--- src/rtl/cps_pkg.sv ---
package cps_pkg;
  localparam int CFG_W = 16;
  localparam logic [CFG_W-1:0] CFG_MASK = 16'h3F3F;

  typedef enum logic [1:0] {S_IDLE, S_INS, S_ADR, S_EMPTY} seq_state_e;

  typedef struct packed {
    logic [2:0] mode;
    logic       dtr;
    logic [1:0] size;
  } phase_cfg_t;

  function automatic logic mode_ok(input logic [2:0] m);
    return (m >= 3'd1) && (m <= 3'd4);
  endfunction

  function automatic logic mode_bad(input logic [2:0] m);
    return m > 3'd4;
  endfunction

  function automatic logic [1:0] lanes_log(input logic [2:0] m);
    return 2'(m - 3'd1);
  endfunction
endpackage

--- src/rtl/cps_cfg_reg.sv ---
module cps_cfg_reg
  import cps_pkg::*;
(
  input  logic             clk,
  input  logic             rst,
  input  logic             we,
  input  logic             lock,
  input  logic [CFG_W-1:0] wdata,
  output logic [CFG_W-1:0] rdata,
  output phase_cfg_t       ins_cfg,
  output phase_cfg_t       adr_cfg
);
  logic [CFG_W-1:0] cfg_q;

  always_ff @(posedge clk) begin
    if (rst) cfg_q <= '0;
    else if (we && !lock) cfg_q <= wdata & CFG_MASK;
  end

  assign rdata   = cfg_q;
  assign ins_cfg = '{mode: cfg_q[2:0],  dtr: cfg_q[3],  size: cfg_q[5:4]};
  assign adr_cfg = '{mode: cfg_q[10:8], dtr: cfg_q[11], size: cfg_q[13:12]};
endmodule

--- src/rtl/cps_lane_shifter.sv ---
module cps_lane_shifter #(
  parameter int VAL_W = 32,
  parameter int LANES = 8,
  localparam int BW   = $clog2(VAL_W) + 1,
  localparam int LL_W = $clog2($clog2(LANES) + 1)
) (
  input  logic             clk,
  input  logic             rst,
  input  logic             ld,
  input  logic             adv,
  input  logic             clr,
  input  logic [VAL_W-1:0] ld_val,
  input  logic [BW-1:0]    ld_bits,
  input  logic [LL_W-1:0]  ld_llog,
  output logic [LANES-1:0] dq,
  output logic [LANES-1:0] oe
);
  logic [VAL_W-1:0] sh_q, sh_nxt;
  logic [LL_W-1:0]  llog_q, cur_l;
  logic [LANES-1:0] beat_v, mask_v;
  int               lanes_n;

  always_comb begin
    cur_l   = ld ? ld_llog : llog_q;
    lanes_n = 1 << cur_l;
    if (ld)       sh_nxt = ld_val << (VAL_W - int'(ld_bits));
    else if (adv) sh_nxt = sh_q << lanes_n;
    else          sh_nxt = sh_q;
    for (int i = 0; i < LANES; i++) begin
      mask_v[i] = (i < lanes_n);
      beat_v[i] = 1'b0;
      if (i < lanes_n) beat_v[i] = sh_nxt[VAL_W - lanes_n + i];
    end
  end

  always_ff @(posedge clk) begin
    if (rst) begin
      sh_q   <= '0;
      llog_q <= '0;
      dq     <= '0;
      oe     <= '0;
    end else begin
      sh_q <= sh_nxt;
      if (ld) llog_q <= ld_llog;
      if (clr) begin
        dq <= '0;
        oe <= '0;
      end else begin
        if (ld || adv) dq <= beat_v;
        if (ld)        oe <= mask_v;
      end
    end
  end
endmodule

--- src/rtl/cps_seq.sv ---
module cps_seq
  import cps_pkg::*;
#(
  parameter int VAL_W = 32,
  localparam int BW   = $clog2(VAL_W) + 1,
  localparam int TW   = BW + 1
) (
  input  logic       clk,
  input  logic       rst,
  input  logic       start,
  input  phase_cfg_t ins_cfg,
  input  phase_cfg_t adr_cfg,
  output logic       busy,
  output logic       sclk,
  output logic       phase_done,
  output logic       cfg_err,
  output logic       start_acc,
  output logic       ld,
  output logic       adv,
  output logic       clr,
  output logic       ld_adr,
  output phase_cfg_t ld_cfg
);
  seq_state_e    st;
  logic [TW-1:0] tick, last;
  logic          dtr_q, in_ph, end_ph, ins_on, adr_on;

  function automatic logic [TW-1:0] ticks_of(input phase_cfg_t c);
    logic [BW-1:0] nbits, beats;
    nbits = BW'({({1'b0, c.size} + 3'd1), 3'b000});
    beats = nbits >> lanes_log(c.mode);
    return c.dtr ? (TW'(beats) + TW'(beats[0])) : {beats, 1'b0};
  endfunction

  always_comb begin
    ins_on    = mode_ok(ins_cfg.mode);
    adr_on    = mode_ok(adr_cfg.mode);
    start_acc = start && (st == S_IDLE);
    in_ph     = (st == S_INS) || (st == S_ADR);
    end_ph    = in_ph && (tick == last);
    ld_adr    = start_acc ? (!ins_on && adr_on) : (end_ph && (st == S_INS) && adr_on);
    ld        = (start_acc && ins_on) || ld_adr;
    ld_cfg    = ld_adr ? adr_cfg : ins_cfg;
    clr       = end_ph && !ld_adr;
    adv       = in_ph && !end_ph && (dtr_q || tick[0]);
  end

  assign busy = (st != S_IDLE);

  always_ff @(posedge clk) begin
    if (rst) begin
      st         <= S_IDLE;
      tick       <= '0;
      last       <= '0;
      dtr_q      <= 1'b0;
      sclk       <= 1'b0;
      phase_done <= 1'b0;
      cfg_err    <= 1'b0;
    end else begin
      phase_done <= end_ph;
      cfg_err    <= start_acc && (mode_bad(ins_cfg.mode) || mode_bad(adr_cfg.mode));
      if (ld) begin
        st    <= ld_adr ? S_ADR : S_INS;
        tick  <= '0;
        last  <= ticks_of(ld_cfg) - TW'(1);
        dtr_q <= ld_cfg.dtr;
        sclk  <= 1'b0;
      end else if (start_acc) begin
        st <= S_EMPTY;
      end else if (end_ph) begin
        st   <= S_IDLE;
        sclk <= 1'b0;
      end else if (in_ph) begin
        tick <= tick + TW'(1);
        sclk <= ~tick[0];
      end else begin
        st <= S_IDLE;
      end
    end
  end
endmodule

--- src/rtl/cmd_phase_ser.sv ---
module cmd_phase_ser
  import cps_pkg::*;
#(
  parameter int VAL_W = 32,
  parameter int LANES = 8,
  localparam int BW   = $clog2(VAL_W) + 1
) (
  input  logic             clk,
  input  logic             rst,
  input  logic [CFG_W-1:0] cfg_wdata,
  input  logic             cfg_we,
  output logic [CFG_W-1:0] cfg_rdata,
  input  logic [VAL_W-1:0] instr_val,
  input  logic [VAL_W-1:0] addr_val,
  input  logic             start,
  output logic             busy,
  output logic             sclk,
  output logic [LANES-1:0] dq_out,
  output logic [LANES-1:0] dq_oe,
  output logic             phase_done,
  output logic             cfg_err
);
  phase_cfg_t       ins_cfg, adr_cfg, ld_cfg;
  logic             start_acc, ld, adv, clr, ld_adr;
  logic [VAL_W-1:0] adr_q, ld_val;
  logic [BW-1:0]    ld_bits;

  cps_cfg_reg u_cfg (
    .clk(clk), .rst(rst), .we(cfg_we), .lock(busy || start_acc),
    .wdata(cfg_wdata), .rdata(cfg_rdata), .ins_cfg(ins_cfg), .adr_cfg(adr_cfg)
  );

  cps_seq #(.VAL_W(VAL_W)) u_seq (
    .clk(clk), .rst(rst), .start(start), .ins_cfg(ins_cfg), .adr_cfg(adr_cfg),
    .busy(busy), .sclk(sclk), .phase_done(phase_done), .cfg_err(cfg_err),
    .start_acc(start_acc), .ld(ld), .adv(adv), .clr(clr), .ld_adr(ld_adr),
    .ld_cfg(ld_cfg)
  );

  always_ff @(posedge clk) begin
    if (rst) adr_q <= '0;
    else if (start_acc) adr_q <= addr_val;
  end

  always_comb begin
    if (!ld_adr)        ld_val = instr_val;
    else if (start_acc) ld_val = addr_val;
    else                ld_val = adr_q;
    ld_bits = BW'({({1'b0, ld_cfg.size} + 3'd1), 3'b000});
  end

  cps_lane_shifter #(.VAL_W(VAL_W), .LANES(LANES)) u_shift (
    .clk(clk), .rst(rst), .ld(ld), .adv(adv), .clr(clr),
    .ld_val(ld_val), .ld_bits(ld_bits), .ld_llog(lanes_log(ld_cfg.mode)),
    .dq(dq_out), .oe(dq_oe)
  );
endmodule

--- config.mk ---
export PLATFORM = sky130hd
export DESIGN_NAME = cmd_phase_ser
export DESIGN_NICKNAME = d
export VERILOG_FILES = /design/src/rtl/cps_pkg.sv /design/src/rtl/cps_cfg_reg.sv /design/src/rtl/cps_lane_shifter.sv /design/src/rtl/cps_seq.sv /design/src/rtl/cmd_phase_ser.sv
export SDC_FILE = /design/constraint.sdc
export NUM_CORES = 1
export LEC_CHECK = 0
export BUFFER_PORTS_ARGS = -buffer_cell sky130_fd_sc_hd__buf_2
export CAP_MARGIN = 10
export CORE_MARGIN = 1
export CORE_UTILIZATION = 30
export CTS_CLUSTER_SIZE = 20
export DETAILED_ROUTE_END_ITERATION = 8
export HOLD_SLACK_MARGIN = 0.08
export MAX_ROUTING_LAYER = met4
export PLACE_DENSITY = 0.54
export REMOVE_ABC_BUFFERS = 1
export SYNTH_ARGS = -nofsm -noshare
export SYNTH_HDL_FRONTEND = slang
export SYNTH_HIERARCHICAL = 1
export SYNTH_SLANG_ARGS = --single-unit
export TNS_END_PERCENT = 50
--- constraint.sdc ---
create_clock -name clk -period 16.8 [get_ports clk]
set_input_delay 2.52 -clock clk [delete_from_list [all_inputs] [get_ports clk]]
set_output_delay 2.52 -clock clk [all_outputs]
set_load 0.02 [all_outputs]
== After elaboration in Yosys (flattened, before gate mapping) ==
Index checks and enable logic that the tools add are counted.
Widths: inputs -> output; s select.
Word-level totals
  bits of input ports: 84
  output and inout port bits: 36
  bits in registers: 114
Operators by class
  bitwise logic cells: 3
  mux-type cells: 47
  shifts and indexed selects: 4
  $add $sub $neg: 14
  eq/ne operators: 4
  magnitude comparators: 22
  reduce and logical (&&, ||, !) cells: 30
Operators by type and width (number)
  $lt 32x7->1 const B: 8
  $add 32x4->32 const B: 4
  $lt 4x32->1 const A: 4
  $mux 32: 4
  $add 32x3->32 const B: 2
  $lt 3x32->1 const A: 2
  $shl 32x32->32: 2
  $bmux 1 s5: 8
  $add 32x2->32 const B: 1
  $lt 1x32->1 const A: 1
  $lt 2x32->1 const A: 1
  $shl 1x2->32 const A: 1
  $sub 7x32->32 const A: 1
  $mux 1: 27
  $logic_and 1x1->1: 13
  $mux 2: 6
  $add 6x1->7: 1
  $add 7x1->7 const B: 1
  $eq 7x7->1: 1
  $mux 7: 1
  $sub 6x6->7 const A: 1
  $sub 7x1->7 const B: 1
  $ge 3x1->1 const B: 2
  $gt 3x3->1 const B: 2
  other kinds (16): 29

== Longest topological paths before layout ==
Gate-level depths: netlist of run 1.
  depth in word-level cells: 17
  mapped depth: 27
  gate-level depth less buffers: 22

== Cells and area by module ==
The synthesis of run 1 kept the hierarchy.
By module, submodules not included
  cps_lane_shifter: seq. area each 920.9 um^2, area an instance 6401.1 um^2, cells each 744, instances 1
  cps_seq: seq. area each 400.4 um^2, area an instance 1675.4 um^2, cells each 211, instances 1
  cmd_phase_ser: seq. area each 640.6 um^2, area an instance 1515.2 um^2, cells each 180, instances 1
  cps_cfg_reg: seq. area each 240.2 um^2, area an instance 681.9 um^2, cells each 71, instances 1

== Least setup slack after synthesis of run 1 ==
Ideal clock, no wire load.
  path type: in2reg
  start point: input port start
  end point: register u_shift.dq[6]
  path slack: 9186 ps
  cell stages on the path: 23
  library setup time: 133 ps
  arrival time: 7481 ps
  path through: nand2_1 > nor3_4 > or4_1 > buf_6 > nand2_8 > nor2_1 > inv_2 > clkbuf_1 > buf_1 > mux2i_1 > inv_1 > ha_1 > buf_2 > buf_4 > buf_4 > mux4_2 > mux4_2 > mux2i_1 > nor2_1 > a211oi_2 > a21oi_1 > a2111oi_0 > o41ai_1
On the way
  elaborated cells between the ends (all ways): 27
RTL lines
  from (decl): line cmd_phase_ser.sv:15  | input logic start,
  $logic_and 1x1->1 (*): line cps_seq.sv:38  | start_acc = start && (st == S_IDLE);
  $mux 1 or $logic_and 1x1->1 (tied branches): line cps_seq.sv:41, cps_seq.sv:42
  $logic_or 1x1->1 (*): line cps_seq.sv:42  | ld = (start_acc && ins_on) || ld_adr;
  named net ld: line cmd_phase_ser.sv:24  | logic start_acc, ld, adv, clr, ld_adr;
  $mux 2 (*)
  named net u_shift.cur_l[0]: line cps_lane_shifter.sv:19  | logic [LL_W-1:0] llog_q, cur_l;
  $shl 1x2->32 (*): line cps_lane_shifter.sv:25  | lanes_n = 1 << cur_l;
  parallel branches: the longest is 6 deep, another holds $sub 7x32->32
  $mux 1 (*): line cps_lane_shifter.sv:32  | if (i < lanes_n) beat_v[i] = sh_nxt[VAL_W - lanes_n + i];
  to (signal assigned): line cps_lane_shifter.sv:49  | if (ld || adv) dq <= beat_v;
  to (decl): line cps_lane_shifter.sv:15  | output logic [LANES-1:0] dq,
Mark *: on every way through the listed nets, which the timed path passes. The select of a mux whose other input is x is not followed.
A chain may end at the register's enable or synchronous reset.

== Worst setup path after layout of run 1 ==
  start point: input port start
  end point: register u_shift.dq[6]
On the way
  elaborated cells between the ends (all ways): 27
RTL lines
  $logic_and 1x1->1 (*): line cps_seq.sv:38
  $mux 1 (*): line cps_seq.sv:41  | ld_adr = start_acc ? (!ins_on && adr_on) : (end_ph && (st == S_INS) && adr_on);
  named net ld_adr: line cmd_phase_ser.sv:24
  $logic_or 1x1->1 (*): line cps_seq.sv:42
  named net ld: line cmd_phase_ser.sv:24
  parallel branches: the longest is 9 deep, another holds $sub 7x32->32
Marked as above.

==> metrics.md, run 1 <==
| Metric | Value |
|---|---|
| Status | `finished clean` |
| Placer congestion estimate | `0.965` |
| Worst slew margin | `0.123` |
| Number of diodes | `0` |
| CTS tree | `built` |
| H-tree Lvls | `3` |
| Final wirelength | `33,100 um` |
| Sw Share | `0.442` |
| Reg power frac | `0.270` |
| Achievable Freq | `0.108 GHz` |
| Clock Skew | `0.0109 ns` |
| Post-cts sizing count | `0` |
| Pint | `0.632 mW` |
| # Max-Cap Violations | `0` |
| Iter 0 DRT Violations | `1,085` |
| Critical path class | `in -> reg` |
| TritonRoute pass-1 iters | `9` |
| Crit end category | `flop` |
| Die area | `35,000 um2` |
| Synth Cell Area | `10,300 um2` |
| Clk buf depth | `2` |
| Postcts setup bufs | `0` |
| Starting Density | `0.305` |
| Clock sink count | `110` |
| Vias in the first global route | `8,849` |
| Leakage | `4.13 nW` |
| Worst Path Max Fanout | `81` |
| Delay-heaviest family, CP | `buffers and inverters` |
| Initial antenna violation count | `0` |
| Clock transition at the registers of the reported paths | `0.08 ns` |
| Combinational power share | `0.522` |
| Most common cell after layout, fill and taps aside | `nor2_1` |
| Storage cell area | `2200 um2` |
| Net Switching | `roughly 0.50 mW` |
| Chip width | `between 150 and 200 um` |
| Slew Limit Fails | `0` |
| Ys Warns | `6` |
| Critical path's largest stage delay | `0.70 ns` |
| First-pass GRT wire length | `51,300 um` |
| Clk network pwr share | `0.208` |
| CP Launch Type | `input port` |
| I/O pin cnt | `120` |
| Core area | `33,600 um2` |
| Area of the multi-input gates | `7270 um2` |
| PD cells | `102 nW/um2` |
| Placed cells | `1,666` |
| Avg Cell Area, Syn | `8.52 um2` |
| Root Buffer | `clkbuf_16` |
| Final min period | `9.29 ns` |
| Nets | `1,330` |
| Final ANT Viol Nets | `0` |
| Slowest CP cell | `or4_1` |
| Final core occ | `0.330` |
| Routed wire per std cell | `19.6 um` |
| Syn Inst Count | `1,205` |
| RSZ-0062 raised after global routing | `false` |
| Final setup viols | `0` |
| Most frequent cells in the layout | `164 x nor2_1, 111 x buf_2, 110 x dfxtp_1, 93 x nand2_1, 86 x mux2i_1` |
| # DRC | `0` |
| Detailed Place HPWL | `24,400 um` |
| Crit path buffers/inverters | `6` |
| Final hold violation count | `0` |
| Final std cells w/o fill | `1,682` |
| TritonCTS buffer count | `9` |
| Vias per cell | `5.65` |
| Layout overhead on the synthesized area | `8.18%` |
| Detailed-route via count | `9,507` |
| Worst-Skew Late Latency | `0.38 ns` |
| Total gr overflow | `0` |
| Die Y | `187 um` |
| Worst path cell trace | `buf_2 > nand2_1 > nor3_4 > or4_1 > nand2_8 > nor2_1 > inv_2 > inv_1 > a21boi_1 > buf_4 > inv_1 > ha_1 > buf_4 > mux4_2 > mux4_2 > mux2i_1 > nor2_1 > a211oi_2 > a21oi_1 > a2111oi_0 > o41ai_1` |
| Standard-cell rows | `67` |
| Setup TNS Final | `0 ns` |
| Final cycle utilization of the critical path | `0.553` |
| Total Routing Usage GR | `0.191` |
| # hold bufs at CTS | `0` |
| Worst slew pin tran | `about 1.3 ns` |
| IR drop worst, VDD | `between 60 and 70 uV` |
| IO Port Bufs | `111` |
| Largest net degree at the start of global routing | `82` |
| CP required | `17.04 ns` |
| Worst EP arrival | `around 9.5 ns` |
| Layout cell share with drive strength beyond 1 | `0.225` |
| Layout fillers | `3,578` |
| Hold crit path type | `reg -> reg` |
==> registers in the layout, indices dropped and copies added, names as in the netlist, 2 cells and up <==
signal          flops
u_shift/llog_q      2
u_cfg/rdata        12
u_seq/tick          7
u_seq/st            2
u_shift/dq          8
u_seq/last          7
u_shift/sh_q       32
u_shift/oe          4
adr_q              32
==> worst reg2reg max path, delay by kind of cell, from the launching register on <==
kind,cells,cell delay (ns)
adders and majority gates,1,0.32
muxes,3,1.24
and+or+nand+nor,5,1.49
DFF,1,0.60
buffers and inverters,5,1.91
AOI/OAI and AO/OA,6,2.03
==> worst paths after layout <==
| path | start | end | slack (ns) | cells past startpoint |
|---|---|---|---|---|
| worst max-delay path | start | u_shift/dq[6]$_SDFFE_PP0P_ | 7.51 | 21 |
| worst min-delay path | u_seq/sclk$_SDFFE_PP0P_ | u_seq/sclk$_SDFFE_PP0P_ | 0.46 | 2 |
| worst max register to register | u_cfg/rdata[1]$_SDFFE_PP0P_ | u_shift/dq[6]$_SDFFE_PP0P_ | 9.07 | 20 |
| worst min register to register | u_seq/sclk$_SDFFE_PP0P_ | u_seq/sclk$_SDFFE_PP0P_ | 0.46 | 2 |
==> power by group through the flow <==
stage | clock network, mW | logic [mW] | registers [mW]
detailed placement | 0 | 0.577 | 0.311
floorplan | 0 | 0.421 | 0.310
CTS | 0.244 | 0.579 | 0.305
finish | 0.235 | 0.590 | 0.306
global placement | 0 | 0.576 | 0.310
global route | 0.254 | 0.639 | 0.308
==> layer usage <==
metal | track usage | routed length [um]
met1 | 0.262 | 15300
met4 | 0.0514 | 507
met3 | 0.0417 | 2500
met2 | 0.280 | 14700
met5 | - | 0
==> per-stage QoR <==
| step | setup WS, ns | power (mW) | cell area, um2 | hold WS, ns |
|---|---|---|---|---|
| 2_1_floorplan | 6.53 | 0.731 | 9590 | 0.426 |
| 3_3_place_gp | 7.28 | 0.886 | 10800 | 0.440 |
| 3_5_place_dp | 7.29 | 0.888 | 10800 | 0.448 |
| 4_1_cts | 7.67 | 1.13 | 11100 | 0.462 |
| 5_1_grt | 7.09 | 1.20 | 11100 | 0.490 |
| 6_report | 7.51 | 1.13 | 11100 | 0.458 |
==> layout make-up <==
class / instances / share of cell area
Clock inverter: 6 / 0.00665
Sequential cell: 110 / 0.198
Inverter: 32 / 0.0109
Tap cell: 448 / 0.0505
Clock buffer: 10 / 0.0215
Multi-Input combinational cell: 954 / 0.655
Timing Repair Buffer: 122 / 0.0575
No activity file was read; power rests on OpenSTA's default activity.
==> run 2: changes to the inputs <==
--- a/config.mk
+++ b/config.mk
@@ -5,6 +5,7 @@
 export SDC_FILE = /design/constraint.sdc
 export NUM_CORES = 1
 export LEC_CHECK = 0
+export ABC_AREA = 1
 export BUFFER_PORTS_ARGS = -buffer_cell sky130_fd_sc_hd__buf_2
 export CAP_MARGIN = 10
 export CORE_MARGIN = 1
@@ -13,7 +14,7 @@
 export DETAILED_ROUTE_END_ITERATION = 8
 export HOLD_SLACK_MARGIN = 0.08
 export MAX_ROUTING_LAYER = met4
-export PLACE_DENSITY = 0.54
+export PLACE_DENSITY = 0.55
 export REMOVE_ABC_BUFFERS = 1
 export SYNTH_ARGS = -nofsm -noshare
 export SYNTH_HDL_FRONTEND = slang
==> constraint.sdc (replaced) <==
create_clock -name clk -period 8.2 [get_ports clk]
set_input_delay 1.23 -clock clk [delete_from_list [all_inputs] [get_ports clk]]
set_output_delay 1.23 -clock clk [all_outputs]
set_load 0.02 [all_outputs]
==> metrics.md, run 2 <==
| Metric | Value |
|---|---|
| # Max-Cap Violations | `0` |
| Detailed Place HPWL | `24,500 um` |
| # hold bufs at CTS | `0` |
| Syn Inst Count | `1,720` |
| Layout cell share with drive strength beyond 1 | `0.144` |
| Slew Limit Fails | `0` |
| Initial antenna violation count | `1` |
| RSZ-0062 raised after global routing | `false` |
| Die area | `34,800 um2` |
| Placed Area | `~11,000 um2` |
| Delay-heaviest family, CP | `simple AND/OR/NAND/NOR gates` |
| Most used cell, CP | `nand2_1` |
| Critical path's largest stage delay | `approximately 0.55 ns` |
| Worst slew margin | `0.306` |
| Ys Warns | `6` |
| Root Buffer | `clkbuf_16` |
| H-tree Lvls | `3` |
| Post-cts sizing count | `0` |
| Vias in the first global route | `slightly above 10,000` |
| Most common cell after layout, fill and taps aside | `nand2_1` |
| Worst-Skew Late Latency | `0.37 ns` |
| Hold depth | `2` |
| Total Routing Usage GR | `0.195` |
| Hold_sp | `u_shift/dq[4]$_SDFFE_PP0P_` |
| Final cycle utilization of the critical path | `0.740` |
| Setup slack, reg-to-reg | `roughly 2.4 ns` |
| Starting Density | `0.305` |
| CTS tree | `built` |
| Crit path buffers/inverters | `8` |
| Achievable Freq | `0.165 GHz` |
| CP Launch Type | `input port` |
| Clock transition at the registers of the reported paths | `0.08 ns` |
| IR drop worst, VDD | `297 uV` |
| Final hold violation count | `0` |
| TritonRoute pass-1 iters | `5` |
| PD cells | `about 480 nW/um2` |
| Setup TNS Final | `0 ns` |
| Placed cells | `~2,200` |
| Slowest CP cell | `buf_4` |
| Worst slew pin tran | `1.04 ns` |
| Worst r2r dst | `u_shift/dq[0]$_SDFFE_PP0P_` |
| Standard-cell rows | `67` |
| Final wirelength | `33,200 um` |
| Final setup viols | `0` |
| R2r startpoint | `u_seq/st[0]$_SDFFE_PP0P_` |
| Synth Cell Area | `10,200 um2` |
| Placer congestion estimate | `0.974` |
| Most frequent cells in the layout | `481 x nand2_1, 376 x nand3_1, 170 x inv_1, 115 x nor2_1, 111 x buf_2` |
| Iter 0 DRT Violations | `869` |
| Chip width | `186 um` |
| Overall Power | `5.28 mW` |
| IO Port Bufs | `111` |
| Core area | `between 30,000 and 40,000 um2` |
| Die Y | `186 um` |
| Final std cells w/o fill | `2,203` |
| Clk buf depth | `2` |
| Status | `finished clean` |
| Avg Cell Area, Syn | `5.94 um2` |
| Nets | `1,850` |
| Hold Path Sink | `u_shift/dq[4]$_SDFFE_PP0P_` |
| Routed wire per std cell | `15.1 um` |
| Largest net degree at the start of global routing | `70` |
| Post-route cell area | `11,000 um2` |
| Final min period | `6.07 ns` |
| Hold crit path type | `reg -> reg` |
| I/O pin cnt | `120` |
| Critical path class | `in -> reg` |
| Cells on worst reg2reg path | `32` |
| Crit end category | `flop` |
| Total gr overflow | `0` |
| Clock Skew | `0.0118 ns` |
| Final ANT Viol Nets | `0` |
| Clock sink count | `110` |
| Postcts setup bufs | `0` |
| TritonCTS buffer count | `9` |
| Worst Path Max Fanout | `69` |
| Leakage | `5.31 nW` |
| Vias per cell | `~5` |
| Final core occ | `0.329` |
| Detailed-route via count | `roughly 11,000` |
| First-pass GRT wire length | `roughly 54,000 um` |
| CP required | `8.47 ns` |
| Layout overhead on the synthesized area | `7.90%` |
| Worst EP arrival | `roughly 6.3 ns` |
| # DRC | `0` |
[run 2: tightest hold or removal path, stage by stage, from the launching register on]
cell	delay, ns
dfxtp_1	0.31
nand2_1	0.06
a21oi_1	0.06
[run 2: area by class of cell]
type | instances | area, um2
antenna | 1 | 2.50
clock buffer | 10 | 229
clock inverter | 6 | 53.8
fill | 3872 | 22500
inverter | 189 | 719
multi-input combinational | 1315 | 6600
sequential | 110 | 2200
tap | 448 | 561
timing repair buffer | 124 | 653
[run 2: where the power goes]
part	internal, mW	switching [mW]	leakage, nW	total [mW]
clock	0.213	0.236	0.141	0.449
combinational	1.21	2.83	4.27	4.04
sequential	0.697	0.0971	0.902	0.794
total	2.12	3.16	5.31	5.28
[run 2: how the worst max path moves through the flow]
stage / from / end / slack (ns) / cells after the start
2_1_floorplan: start / u_shift/dq[4]$_SDFFE_PP0P_ / 0.28 / 26
3_3_place_gp: start / u_shift/dq[0]$_SDFFE_PP0P_ / 1.82 / 31
3_5_place_dp: start / u_shift/dq[0]$_SDFFE_PP0P_ / 1.78 / 31
4_1_cts: start / u_shift/dq[0]$_SDFFE_PP0P_ / 2.17 / 31
5_1_grt: start / u_shift/dq[0]$_SDFFE_PP0P_ / 1.72 / 31
6_report: start / u_shift/dq[0]$_SDFFE_PP0P_ / 2.13 / 31
[run 2: routing by layer]
metal  part of all wire  up-vias  GRT usage
met5                  0        -          -
met2               0.45      330      0.313
met3              0.050       36     0.0182
met1               0.47     5053      0.258
met4              0.024        0     0.0624
li1                   -     5634          -
[run 2: stage by stage]
step                      hold slack (ns)  setup slack [ns]
after floorplan                     0.444             0.275
after global placement              0.451              1.82
after detailed placement            0.451              1.78
after CTS                           0.473              2.17
after global routing                0.490              1.72
final                               0.469              2.13
